**src/rtl/crit_irq_pkg.sv**
```systemverilog
package crit_irq_pkg;

  localparam int NSRC = 4;  // latched nonmaskable sources

  typedef enum logic [2:0] {
    SRC_NONE  = 3'd0,
    SRC_UNDEF = 3'd1,
    SRC_TRAP  = 3'd2,
    SRC_NMI   = 3'd3,
    SRC_STK   = 3'd4,
    SRC_MASK  = 3'd5
  } src_e;

  // lowest pending index wins; maskable only when nothing latched
  function automatic src_e pick_src(input logic [NSRC-1:0] pend, input logic mreq);
    src_e s;
    s = mreq ? SRC_MASK : SRC_NONE;
    for (int i = NSRC - 1; i >= 0; i--) begin
      if (pend[i]) s = src_e'(3'(i + 1));
    end
    return s;
  endfunction

  function automatic logic [31:0] vec_for(input src_e s, input logic [31:0] v_undef,
                                          input logic [31:0] v_trap, input logic [31:0] v_nmi,
                                          input logic [31:0] v_stk, input logic [31:0] v_mask);
    logic [31:0] v;
    case (s)
      SRC_UNDEF: v = v_undef;
      SRC_TRAP:  v = v_trap;
      SRC_NMI:   v = v_nmi;
      SRC_STK:   v = v_stk;
      SRC_MASK:  v = v_mask;
      default:   v = '0;
    endcase
    return v;
  endfunction

endpackage

```
**src/rtl/crit_irq_sync.sv**
```systemverilog
module crit_irq_sync #(
  parameter int SYNC_N = 2
) (
  input  logic clk,
  input  logic rst_n,
  input  logic pin,
  output logic rise
);
  logic [SYNC_N-1:0] sh;
  logic              prev;

  always_ff @(posedge clk or negedge rst_n) begin
    if (!rst_n) begin
      sh   <= '0;
      prev <= 1'b0;
    end else begin
      sh   <= {sh[SYNC_N-2:0], pin};
      prev <= sh[SYNC_N-1];
    end
  end

  assign rise = sh[SYNC_N-1] & ~prev;


  single_rise_chk: assert property (@(posedge clk) disable iff (!rst_n)
    rise |=> !rise);
endmodule

```
**src/rtl/crit_irq_pend.sv**
```systemverilog
module crit_irq_pend #(
  parameter int N = 4
) (
  input  logic         clk,
  input  logic         rst_n,
  input  logic [N-1:0] set,
  input  logic [N-1:0] clr,
  output logic [N-1:0] pend
);
  for (genvar i = 0; i < N; i++) begin : g_bit
    always_ff @(posedge clk or negedge rst_n) begin
      if (!rst_n) pend[i] <= 1'b0;
      else        pend[i] <= set[i] | (pend[i] & ~clr[i]);
    end


    hold_until_ack_chk: assert property (@(posedge clk) disable iff (!rst_n)
      (pend[i] && !clr[i]) |=> pend[i]);

    set_wins_chk: assert property (@(posedge clk) disable iff (!rst_n)
      set[i] |=> pend[i]);
  end
endmodule

```
**src/rtl/crit_irq_gate.sv**
```systemverilog
module crit_irq_gate (
  input  logic clk,
  input  logic rst_n,
  input  logic trap_taken,
  input  logic retire,
  output logic inhibit
);
  always_ff @(posedge clk or negedge rst_n) begin
    if (!rst_n)          inhibit <= 1'b0;
    else if (trap_taken) inhibit <= 1'b1;
    else if (retire)     inhibit <= 1'b0;
  end


  inhibit_hold_chk: assert property (@(posedge clk) disable iff (!rst_n)
    (inhibit && !retire) |=> inhibit);
endmodule

```
**src/rtl/crit_irq_arbiter.sv**
```systemverilog
module crit_irq_arbiter
  import crit_irq_pkg::*;
#(
  parameter int unsigned     VW      = 24,
  parameter int              SYNC_N  = 2,
  parameter logic [VW-1:0]   V_UNDEF = 24'hFF2012,
  parameter logic [VW-1:0]   V_TRAP  = 24'hFF2010,
  parameter logic [VW-1:0]   V_NMI   = 24'hFF203E,
  parameter logic [VW-1:0]   V_STK   = 24'hFF203C
) (
  input  logic          clk,
  input  logic          rst_n,
  input  logic          trap_req,
  input  logic          undef_req,
  input  logic          nmi_pin,
  input  logic          stk_ovf_req,
  input  logic          mask_req,
  input  logic [VW-1:0] mask_vec,
  input  logic          irq_ack,
  input  logic          instr_retire,
  output logic          irq_valid,
  output logic [2:0]    irq_src,
  output logic [VW-1:0] irq_vec
);
  logic            nmi_rise;
  logic [NSRC-1:0] set_v, clr_v, pend;
  logic            inhibit, ack_fire, trap_taken;
  src_e            sel;
  logic [31:0]     vec_w;

  crit_irq_sync #(.SYNC_N(SYNC_N)) u_sync (
    .clk(clk), .rst_n(rst_n), .pin(nmi_pin), .rise(nmi_rise));

  assign set_v = {stk_ovf_req, nmi_rise, trap_req, undef_req};

  crit_irq_pend #(.N(NSRC)) u_pend (
    .clk(clk), .rst_n(rst_n), .set(set_v), .clr(clr_v), .pend(pend));

  assign sel       = pick_src(pend, mask_req);
  assign irq_valid = (sel != SRC_NONE) && !inhibit;
  assign ack_fire  = irq_valid && irq_ack;

  for (genvar i = 0; i < NSRC; i++) begin : g_clr
    assign clr_v[i] = ack_fire && (sel == src_e'(3'(i + 1)));
  end

  assign trap_taken = ack_fire && (sel == SRC_TRAP);

  crit_irq_gate u_gate (
    .clk(clk), .rst_n(rst_n), .trap_taken(trap_taken),
    .retire(instr_retire), .inhibit(inhibit));

  assign vec_w   = vec_for(sel, 32'(V_UNDEF), 32'(V_TRAP), 32'(V_NMI), 32'(V_STK), 32'(mask_vec));
  assign irq_src = irq_valid ? sel : SRC_NONE;
  assign irq_vec = irq_valid ? vec_w[VW-1:0] : '0;


  valid_has_cause_chk: assert property (@(posedge clk) disable iff (!rst_n)
    irq_valid |-> ((|pend) || mask_req));

  undef_first_chk: assert property (@(posedge clk) disable iff (!rst_n)
    (irq_valid && pend[0]) |-> (irq_src == SRC_UNDEF));

  nmi_latched_chk: assert property (@(posedge clk) disable iff (!rst_n)
    nmi_rise |=> pend[2]);

  one_clear_chk: assert property (@(posedge clk) disable iff (!rst_n)
    $onehot0(clr_v));

  inhibit_blocks_chk: assert property (@(posedge clk) disable iff (!rst_n)
    inhibit |-> !irq_valid);

  mask_last_chk: assert property (@(posedge clk) disable iff (!rst_n)
    (irq_valid && (irq_src == SRC_MASK)) |-> (pend == '0));
endmodule

```
**config.mk**
```make
export PLATFORM = sky130hd
export DESIGN_NAME = crit_irq_arbiter
export DESIGN_NICKNAME = d
export VERILOG_FILES = /design/src/rtl/crit_irq_pkg.sv /design/src/rtl/crit_irq_sync.sv /design/src/rtl/crit_irq_pend.sv /design/src/rtl/crit_irq_gate.sv /design/src/rtl/crit_irq_arbiter.sv
export SDC_FILE = /design/constraint.sdc
export NUM_CORES = 1
export LEC_CHECK = 0
export BUFFER_PORTS_ARGS = -buffer_cell sky130_fd_sc_hd__buf_2
export CORE_MARGIN = 10
export CORE_UTILIZATION = 37
export CTS_CLUSTER_SIZE = 14
export DETAILED_ROUTE_END_ITERATION = 16
export HOLD_SLACK_MARGIN = 0.05
export PLACE_DENSITY = 0.87
export SYNTH_ARGS = -nofsm -noshare
export SYNTH_HDL_FRONTEND = slang
export SYNTH_SLANG_ARGS = --single-unit
```
**constraint.sdc**
```tcl
create_clock -name clk -period 2.44 [get_ports clk]
set_input_delay 0.366 -clock clk [delete_from_list [all_inputs] [get_ports clk]]
set_output_delay 0.366 -clock clk [all_outputs]
set_load 0.01 [all_outputs]
```
# Word level (Yosys, flattened, before mapping)
# Cells that the tools add are included.
# classes
eq_ne	5
muxes	10
bitwise_logic	14
reduce_logical	9
# ops
op	count
$pmux W24 S5	1
$mux W24	1
$mux W3	6
$eq A3 B2 Y1 const B	2
$eq A3 B3 Y1 const B	2
$logic_and A1 B1 Y1	6
$and A1 B1 Y1	5
$not A1 Y1	5
$or A1 B1 Y1	4
$eq A3 B1 Y1 const B	1
$reduce_bool A3 Y1	1
$mux W1	2
$reduce_bool A2 Y1	1
$logic_not A1 Y1	1
# totals
register_bits	8
output_inout_bits	28
wordCells	45

# Longest topological paths before layout
# Gate-level depths: netlist of run 1.
# depth
word_depth	12
mapped_depth	5
depth_no_buf	3

# Cells and area by module
# From an unflattened synthesis of run 1, not the netlist that was laid out.
# hier_totals
cells_unflattened	81
hier_area_um2	621.8
# modules_own_cells
module	n_inst	cells_each	area_each_um2	seq_area_each_um2
crit_irq_arbiter	1	62	351.6	0.0
crit_irq_pend	1	12	145.1	100.1
crit_irq_sync	1	4	88.8	75.1
crit_irq_gate	1	3	36.3	25.0

# Worst setup path before layout of run 1
# Ideal clock, no wire load.
# synth_timing
path_type	reg2out
from	register u_pend.pend[3]
to	output irq_vec[1]
t_arrival_ns	1.406
required_time_ns	2.074
path_slack_ns	0.668
path_stages_with_launch	4
path_buffers	0
cell_sequence	dfrtp_1 > nand2b_2 > a221oi_1 > a21boi_0
# synth_between
elab_chain_len	7
# synth_rtl
element	line_no	text
from (decl)	crit_irq_pend.sv:8	output logic [N-1:0] pend
from (signal, indexed assignment)	crit_irq_pend.sv:13	else pend[i] <= set[i] | (pend[i] & ~clr[i]);
$mux W3 * (4 in series)	crit_irq_pkg.sv:19	if (pend[i]) s = src_e'(3'(i + 1));
$eq A3 B3 Y1, or another cell as far along	crit_irq_pkg.sv:28	case (s)
$pmux W24 S5 or $logic_and A1 B1 Y1 (tied branches)	crit_irq_pkg.sv:28, crit_irq_arbiter.sv:40	
$mux W24 *	crit_irq_arbiter.sv:55	assign irq_vec = irq_valid ? vec_w[VW-1:0] : '0;
to (decl)	crit_irq_arbiter.sv:23	output logic [VW-1:0] irq_vec
# Every way passes the cells marked *; elsewhere a longest branch is shown, timed or not.

# Worst setup path in the final report of run 1
# layout_timing
from	register u_pend.pend[1]
to	output irq_vec[14]
# layout_between
elab_chain_len	5
# layout_rtl
element	line_no
$mux W3 * (2 in series)	crit_irq_pkg.sv:19
$eq A3 B3 Y1, or another cell as far along	crit_irq_pkg.sv:28
$pmux W24 S5 or $logic_and A1 B1 Y1 (tied branches)	crit_irq_pkg.sv:28, crit_irq_arbiter.sv:40
$mux W24 *	crit_irq_arbiter.sv:55
# Marks and branches as above.

==> impl_metrics.ini, run 1 <==
[floorplan]
die_area_um2 = 3590
io_pins = 61
rows = 14
start_util = 0.391
coreArea_um2 = 1510
die_height_um = 59.9
dieWidth_um = 59.9

[worst_setup_path]
crit_fanout = 10
critPathArrivalTime_ns = 1.76
crit_slowest_cell = or4_4
r2r_cells = 3
critPathRequiredTime_ns = 2.07
crit_type = reg2out
regToRegStartpoint = u_pend.pend[1]
rr_endpoint = u_pend.pend[3]
max_stage_delay_ns = 0.59
cp-start-kind = register
reg2reg_setup_slack_ns = 0.96
worstPathCellList = or4_4 > nor2_4 > and2_1 > buf_2
cp-end-kind = output port

[sta]
timing.fmax_mhz = 471
hold_viol = 0
setup_viol = 0
worst_pin_slew_ns = 0.319
drv_slew = 0
fin_crit_ns = 2.12
grt_setup_unrepaired = no
fin_skew_ns = 0.00463
worst_slack_ns = 0.317
hold_ws_ns = 0.227
relSlewSlack = 0.788
setup-tns-final_ns = 0
period_share = 0.870

[clock_tree]
cts_buffer_depth = 2
cts_tree = done
clk_pin_slew_ns = 0.05
clk_latency_ns = 0.25
cts_buffers = 3
cts_root_buf = clkbuf_4
post-cts-setup-buffers = 0
ctsHtreeMaxLevel = 1
cts.sinks = 8

[route]
drtPass1Iterations = 4
postRouteAntennaNets = 0
vias_per_cell = 4.97
num_vias = 771
wl_um = 2260
drc = 0
drt_iter0_markers = 24
avgRoutedWirePerCell_um = 14.6

[logic_synthesis]
synthAdderAreaFrac = 0
synth.top_cell.area_share = 0.340
ys_seq_elements = 8
synth_mux_area_frac = 0.0170
syn_inst = 79
synth-simple-area-share = 0.372
synth_area_leaders = dfrtp_1, a21oi_1, and2_1, nand2_1, nor2_1
synth-compound-area-share = 0.197
syn_area_um2 = 589
syn_nets = 112
synth_top_family_by_area = simple AND/OR/NAND/NOR gates
synth_seq_area_share = 0.340
synth_edf_count = 0
yosys.cell_types.count = 23
yosysTopAreaCell = dfrtp_1
synthXorXnorAreaFrac = 0
syn_avg_cell_area_um2 = 7.46
synthFlopType = dfrtp_1
synth_warnings = 0
synth-async-reset-ratio = 1.00

[placed_design]
place_ws_ns = 0.575
hpwlAfterDp_um = 1980
gp_congestion = 0.757
portBuffers = 60

[final_layout]
final_cell_mix = buf_2, nand2_1, a21oi_1
fillers = 143
layout_commonest_cell = buf_2
regArea_um2 = 200
final_nets = 174
drive_gt1_frac = 0.496
multiInputGateArea_um2 = 345
syn_to_final_growth_pct = 56.3
num_antenna_cells = 0

[grt]
grt_pass1_vias = 785
track_usage = 0.117
grt_start_max_net_pins = 16
antenna_found_initial = 0
grt_pass1_wl_um = 3400
grt_overflow = 0

[worst_hold_path]
worstHoldEndpoint = u_sync.sh[0]
holdCritPathClass = in2reg
hold_depth = 1
holdCritStartpoint = nmi_pin

[pwr]
vdd_drop_max_v = 0.000288
finalPower_uw = 371
p_per_area_nw_per_um2 = 403
leakage_uw = 0.000503

[job]
maxCapViolCount = 0

[run_status]
status = finished, final reports clean
-- through the flow --
stage | instances | area, µm² | util
CTS | 155 | 921 | 0.611
detailed placement | 151 | 888 | 0.590
global route | 155 | 921 | 0.611
global placement | 151 | 888 | 0.590
floorplan | 79 | 589 | -
finish | 155 | 921 | 0.611
-- critical path: cells and delay by family (launching register included) --
family                 cells  cell delay, ns
and+or+nand+nor            3            0.93
DFF                        1            0.46
buffers and inverters      1            0.13
-- synthesized netlist by cell type (all sizes together) (2+ instances only) --
library cell / count
a21oi: 13
nand2: 13
and2: 10
dfrtp: 8
nor2: 7
inv: 4
nand2b: 4
o21ai: 4
buf: 3
clkbuf: 2
nor3: 2
-- power breakdown --
group / switching [µW] / internal, µW
clock network: 40.3 / 56.0
logic: 63.9 / 57.3
registers: 13.0 / 141
total: 117 / 254
-- worst max path at each step --
stage | end | cells after the start | start
floorplan | irq_vec[1] | 3 | u_pend.pend[3]
global placement | irq_vec[15] | 4 | u_pend.pend[1]
detailed placement | irq_vec[8] | 4 | u_pend.pend[1]
CTS | irq_vec[8] | 4 | u_pend.pend[1]
global route | irq_vec[12] | 4 | u_pend.pend[1]
finish | irq_vec[14] | 4 | u_pend.pend[1]
-- kinds of logic after synthesis --
logic type | Yosys count
AND/OR/NAND/NOR | 40
buffers and inverters | 9
AO/OA/AOI/OAI | 21
flip-flops | 8
multiplexers | 1
-- metal layers --
metal  GRT usage  vias up  wire [µm]
met4      0.0737        0         17
met2       0.197       44       1120
met3      0.0614        2        341
met1       0.108      342        785
li1            -      383          -
met5           0        -          0
-- flip-flops by register name, indices dropped and copies added (netlist names) --
register        count
u_sync.sh           2
u_sync.prev         1
u_pend.pend         4
u_gate.inhibit      1
-- repair_timing --
item,in CTS,in global routing
hold endpoints to repair,8,0
resized for setup,0,0
hold buffers,1,0
endpoints found under the setup margin,0,0
-- final cells by class --
| cell class | count | area share |
|---|---|---|
| flip-flops and latches | 8 | 0.217 |
| well taps | 16 | 0.0217 |
| clock buffers | 3 | 0.0245 |
| multi-input cells | 62 | 0.375 |
| repair buffers | 62 | 0.345 |
| inverters | 4 | 0.0163 |
Note: power is estimated with default switching activity, not from simulation.
==> run 2, diff against run 1 <==
Clock period 2.44 ns to 2.6 ns, I/O delays scaled along.
==> run 2 against run 1 <==
Worst setup slack better by 0.077 ns. Cell count is 0.65% lower. Hold slack gained 0.022 ns. Die area unchanged. Total power is 6.1% lower. Largest power group unchanged. Critical path depth decreased by 1. Global-route usage fell by 0.44 points.
==> impl_metrics.ini, run 2 (synthesized netlist as in run 1, its figures left out) <==
[floorplan]
die_area_um2 = 3590
io_pins = 61
coreArea_um2 = 1510
start_util = 0.391
dieWidth_um = 59.9
die_height_um = 59.9
rows = 14

[worst_setup_path]
worstPathCellList = nor4_2 > a21oi_1 > buf_2
critPathArrivalTime_ns = 1.82
crit_end = irq_vec[13]
crit_slowest_cell = nor4_2
cp-end-kind = output port
startpoint = u_pend.pend[1]
cp.depth = 3
regToRegStartpoint = u_pend.pend[1]
max_stage_delay_ns = 0.77
crit_fanout = 10
reg2reg_setup_slack_ns = 1.16
critPathRequiredTime_ns = 2.21
cp-start-kind = register
cp.buffers_inverters = 1
cp_top_family = simple AND/OR/NAND/NOR gates
r2r_cells = 3
crit_type = reg2out
rr_endpoint = u_pend.pend[3]

[clock_tree]
post-cts-setup-buffers = 0
cts_root_buf = clkbuf_4
cts.sinks = 8
cts_buffer_depth = 2
clk_latency_ns = 0.25
ctsHtreeMaxLevel = 1
clk_pin_slew_ns = 0.05
cts_tree = done
cts_buffers = 3

[route]
wl_um = 2170
drc = 0
drtPass1Iterations = 4
num_vias = 742
avgRoutedWirePerCell_um = 14.1
postRouteAntennaNets = 0
drt_iter0_markers = 20
vias_per_cell = 4.82

[job]
maxCapViolCount = 0

[sta]
hold_viol = 0
drv_slew = 0
setup_viol = 0
period_share = 0.848
fin_crit_ns = 2.21
fin_skew_ns = 0.00101
grt_setup_unrepaired = no
setup-tns-final_ns = 0
worst_pin_slew_ns = 0.823
timing.fmax_mhz = 453
relSlewSlack = 0.447

[grt]
antenna_found_initial = 0
grt_overflow = 0
track_usage = 0.112
grt_pass1_wl_um = 3270
grt_pass1_vias = 730
grt_start_max_net_pins = 16

[pwr]
p_per_area_nw_per_um2 = 382
combPwrFrac = 0.323
finalPower_uw = 349
p_sw_uw = 110
clock_power_share = 0.261
switching_share = 0.316
seq_power_share = 0.416
leakage_uw = 0.000497
intPower_uw = 238
vdd_drop_max_v = 0.000341

[final_layout]
final_cell_area_um2 = 913
top_regs = u_pend.pend x4, u_sync.sh x2
drive_gt1_frac = 0.493
final_cell_mix = buf_2, nand2_1, a21oi_1
num_antenna_cells = 0
largest_reg_flops = 4
layout_commonest_cell = buf_2
fillers = 133
final_nets = 173
regMostFlops = u_pend.pend
syn_to_final_growth_pct = 55.0

[placed_design]
hpwlAfterDp_um = 1870
gp_congestion = 0.749
place_area_um2 = 881
portBuffers = 60

[run_status]
status = finished, final reports clean

[worst_hold_path]
holdCritPathClass = in2reg
holdCritStartpoint = nmi_pin
==> run 2: worst register-to-register path: cells and delay by family, from the launching register on <==
family | cells | cell delay [ns]
AO/OA/AOI/OAI | 1 | 0.20
flip-flops | 1 | 0.46
AND/OR/NAND/NOR | 2 | 0.66
==> run 2: how the worst min path moves through the flow <==
stage / slack [ns] / endpoint / cells past startpoint
after floorplan: 0.09 / u_gate.inhibit / 0
after global placement: 0.23 / u_gate.inhibit / 1
after detailed placement: 0.24 / u_gate.inhibit / 1
after CTS: 0.23 / u_sync.sh[0] / 1
after global routing: 0.23 / u_sync.sh[0] / 1
final: 0.25 / u_sync.sh[0] / 1
==> run 2: per-layer routing <==
metal | track usage | routed length (µm) | vias up
met1 | 0.115 | 841 | 315
li1 | - | - | 383
met2 | 0.179 | 971 | 40
met3 | 0.0699 | 312 | 4
met4 | 0.0481 | 40 | 0
met5 | 0 | 0 | -
==> run 2: final cells by class <==
cell class	count	area, µm²	share of cell area
clock buffers	3	22.5	0.0247
inverters	4	15.0	0.0164
multi-input cells	62	345	0.378
flip-flops and latches	8	200	0.219
well taps	16	20.0	0.0219
repair buffers	61	310	0.340
==> run 2: timing repair <==
item                      4_1_cts  5_1_grt
hold endpoints to repair        8        0
hold buffers                    1        0
gates resized for setup         0        0
==> run 2: stage by stage <==
stage | instances | hold WS [ns] | worst slack [ns] | util
after CTS | 154 | 0.231 | 0.404 | 0.606
after detailed placement | 150 | 0.239 | 0.679 | 0.585
after global routing | 154 | 0.227 | 0.251 | 0.606
final | 154 | 0.248 | 0.394 | 0.606
after floorplan | 79 | 0.0944 | 0.804 | -
after global placement | 150 | 0.232 | 0.762 | 0.585
==> run 2: power by group through the flow <==
stage	Combinational, µW	Sequential [µW]	Clock, µW
global placement	111	145	0
CTS	114	145	99.5
finish	113	145	91.0
detailed placement	113	147	0
global route	125	146	103
floorplan	65.0	137	0
==> run 3, diff against run 2 <==
Settings changed: ABC_AREA from default to 1, CORE_ASPECT_RATIO from default to 0.75, CORE_UTILIZATION 37 to 32, PLACE_DENSITY 0.87 to 0.77.
Clock period 2.6 ns to 1.91 ns, I/O delays scaled along.
==> run 3 against run 2 <==
Worst setup slack lost 0.34 ns. Total power rose by 27%. Routed wire length increased by 22%. Clock skew grew 0.0082 ns. Critical path type unchanged. Critical endpoint is now irq_vec[18].
==> impl_metrics.ini, run 3 <==
[final_layout]
final_util = 0.574
final_nets = 209
top_regs = u_pend.pend x4, u_sync.sh x2
final_cell_mix = buf_2, nand2_1, nand3_1, nor2_1
regMostFlops = u_pend.pend
drive_gt1_frac = 0.534
layout_commonest_cell = buf_2
largest_reg_flops = 4
num_antenna_cells = 0
syn_to_final_growth_pct = 73.4

[floorplan]
die_area_um2 = 4250
rows = 14
io_pins = 61
die_height_um = 59.0
start_util = 0.331
dieWidth_um = 72.0
coreArea_um2 = 1960

[placed_design]
hpwlAfterDp_um = 1980
gp_congestion = 0.820
place_ws_ns = 0.189
portBuffers = 60

[clock_tree]
cts_buffer_depth = 2
clk_latency_ns = 0.25
cts_tree = done
cts_root_buf = clkbuf_4
clk_pin_slew_ns = 0.06
cts.sinks = 8
cts_buffers = 3
ctsHtreeMaxLevel = 1

[grt]
track_usage = 0.109
grt_overflow = 0
grt_pass1_vias = 920
grt_pass1_wl_um = 3910
grt_start_max_net_pins = 13
antenna_found_initial = 0

[pwr]
finalPower_uw = 444
vdd_drop_max_v = 0.000491
p_per_area_nw_per_um2 = 394
leakage_uw = 0.000632

[sta]
hold_viol = 0
fin_skew_ns = 0.00920
hold_ws_ns = 0.148
relSlewSlack = 0.833
grt_setup_unrepaired = yes
worst_pin_slew_ns = 0.248
worst_slack_ns = 0.0548
setup-tns-final_ns = 0
fin_crit_ns = 1.86
timing.fmax_mhz = 539
period_share = 0.971
drv_slew = 0
setup_viol = 0

[worst_setup_path]
cp-end-kind = output port
crit_fanout = 11
worstPathCellList = nor2_2 > nand2_2 > nor2_4 > buf_12 > nand3_1 > a21oi_1 > buf_2
critPathArrivalTime_ns = 1.57
critPathRequiredTime_ns = 1.62
crit_slowest_cell = dfrtp_1
crit_type = reg2out
r2r_cells = 8
max_stage_delay_ns = 0.38
cp-start-kind = register

[logic_synthesis]
syn_avg_cell_area_um2 = 6.30
synth_edf_count = 0
synth_warnings = 0
syn_nets = 136
synth.top_cell.area_share = 0.308
syn_inst = 103
yosysTopAreaCell = dfrtp_1
yosys-top-cells-count = nand2_1, nand3_1, inv_1, nor2_1, a21oi_1
yosys.cell_types.count = 17
synth-async-reset-ratio = 1.00
synth_seq_area_share = 0.308
yosysMostFrequentCell = nand2_1
synthFlopType = dfrtp_1
ys_seq_elements = 8
synth_area_leaders = dfrtp_1, nand2_1, nand3_1, a21oi_1, inv_1
syn_area_um2 = 649

[route]
drtPass1Iterations = 4
drc = 0
vias_per_cell = 4.66
postRouteAntennaNets = 0
drt_iter0_markers = 27
num_vias = 923
wl_um = 2640
avgRoutedWirePerCell_um = 13.4

[worst_hold_path]
hold_depth = 1
holdCritPathClass = in2reg

[run_status]
status = finished, final reports clean

[job]
maxCapViolCount = 0
-- run 3: final timing paths --
kind / start / to / slack (ns)
max in group asynchronous: rst_n / u_sync.sh[1] / 1.29
min in group asynchronous: rst_n / u_pend.pend[3] / 0.45
worst min register to register: u_sync.sh[0] / u_sync.sh[1] / 0.35
worst min-delay path: nmi_pin / u_sync.sh[0] / 0.15
worst max-delay path: u_pend.pend[1] / irq_vec[18] / 0.05
worst max register to register: u_pend.pend[2] / u_pend.pend[1] / 0.67
-- run 3: final cells by class --
type                            count  area [µm²]
Clock buffer                        3        22.5
Fill cell                         204         836
Inverter                           12        45.0
Multi-Input combinational cell     80         430
Sequential cell                     8         200
Tap cell                           24        30.0
Timing Repair Buffer               71         398
-- run 3: stage by stage --
| step | std cells | area (µm²) |
|---|---|---|
| after global routing | 198 | 1130 |
| final | 198 | 1130 |
| after floorplan | 103 | 649 |
| after global placement | 185 | 963 |
| after CTS | 194 | 1060 |
| after detailed placement | 185 | 963 |
-- run 3: logic make-up after synthesis --
logic type	Yosys count	synth area share
and+or+nand+nor	63	0.441
AOI/OAI and AO/OA	16	0.133
DFF	8	0.308
buffers and inverters	16	0.118
-- run 3: layer usage --
| layer | GRT usage | part of all wire | wire, µm |
|---|---|---|---|
| met5 | 0 | 0 | 0 |
| met1 | 0.109 | 0.40 | 1060 |
| met4 | 0.00826 | 0 | 0 |
| met2 | 0.193 | 0.50 | 1310 |
| met3 | 0.0704 | 0.10 | 272 |
-- run 3: power by group --
part | internal, µW | switching (µW)
sequential | 177 | 4.42
combinational | 63.1 | 73.0
clock | 71.7 | 54.4
total | 312 | 132
-- run 3: timing repair --
item | in CTS | in global routing
pin swaps | 2 | 10
endpoints found under the setup margin | 25 | 23
buffers inserted | 5 | 2
hold endpoints to repair | 8 | 0
cloned | 0 | 2
gates resized for setup | 3 | 15
hold buffers | 1 | 0
-- run 3: critical path: cells and delay by family (launching register included) --
kind                   cells  cell delay, ns
and+or+nand+nor            4            0.48
DFF                        1            0.38
buffers and inverters      2            0.29
AOI/OAI and AO/OA          1            0.16
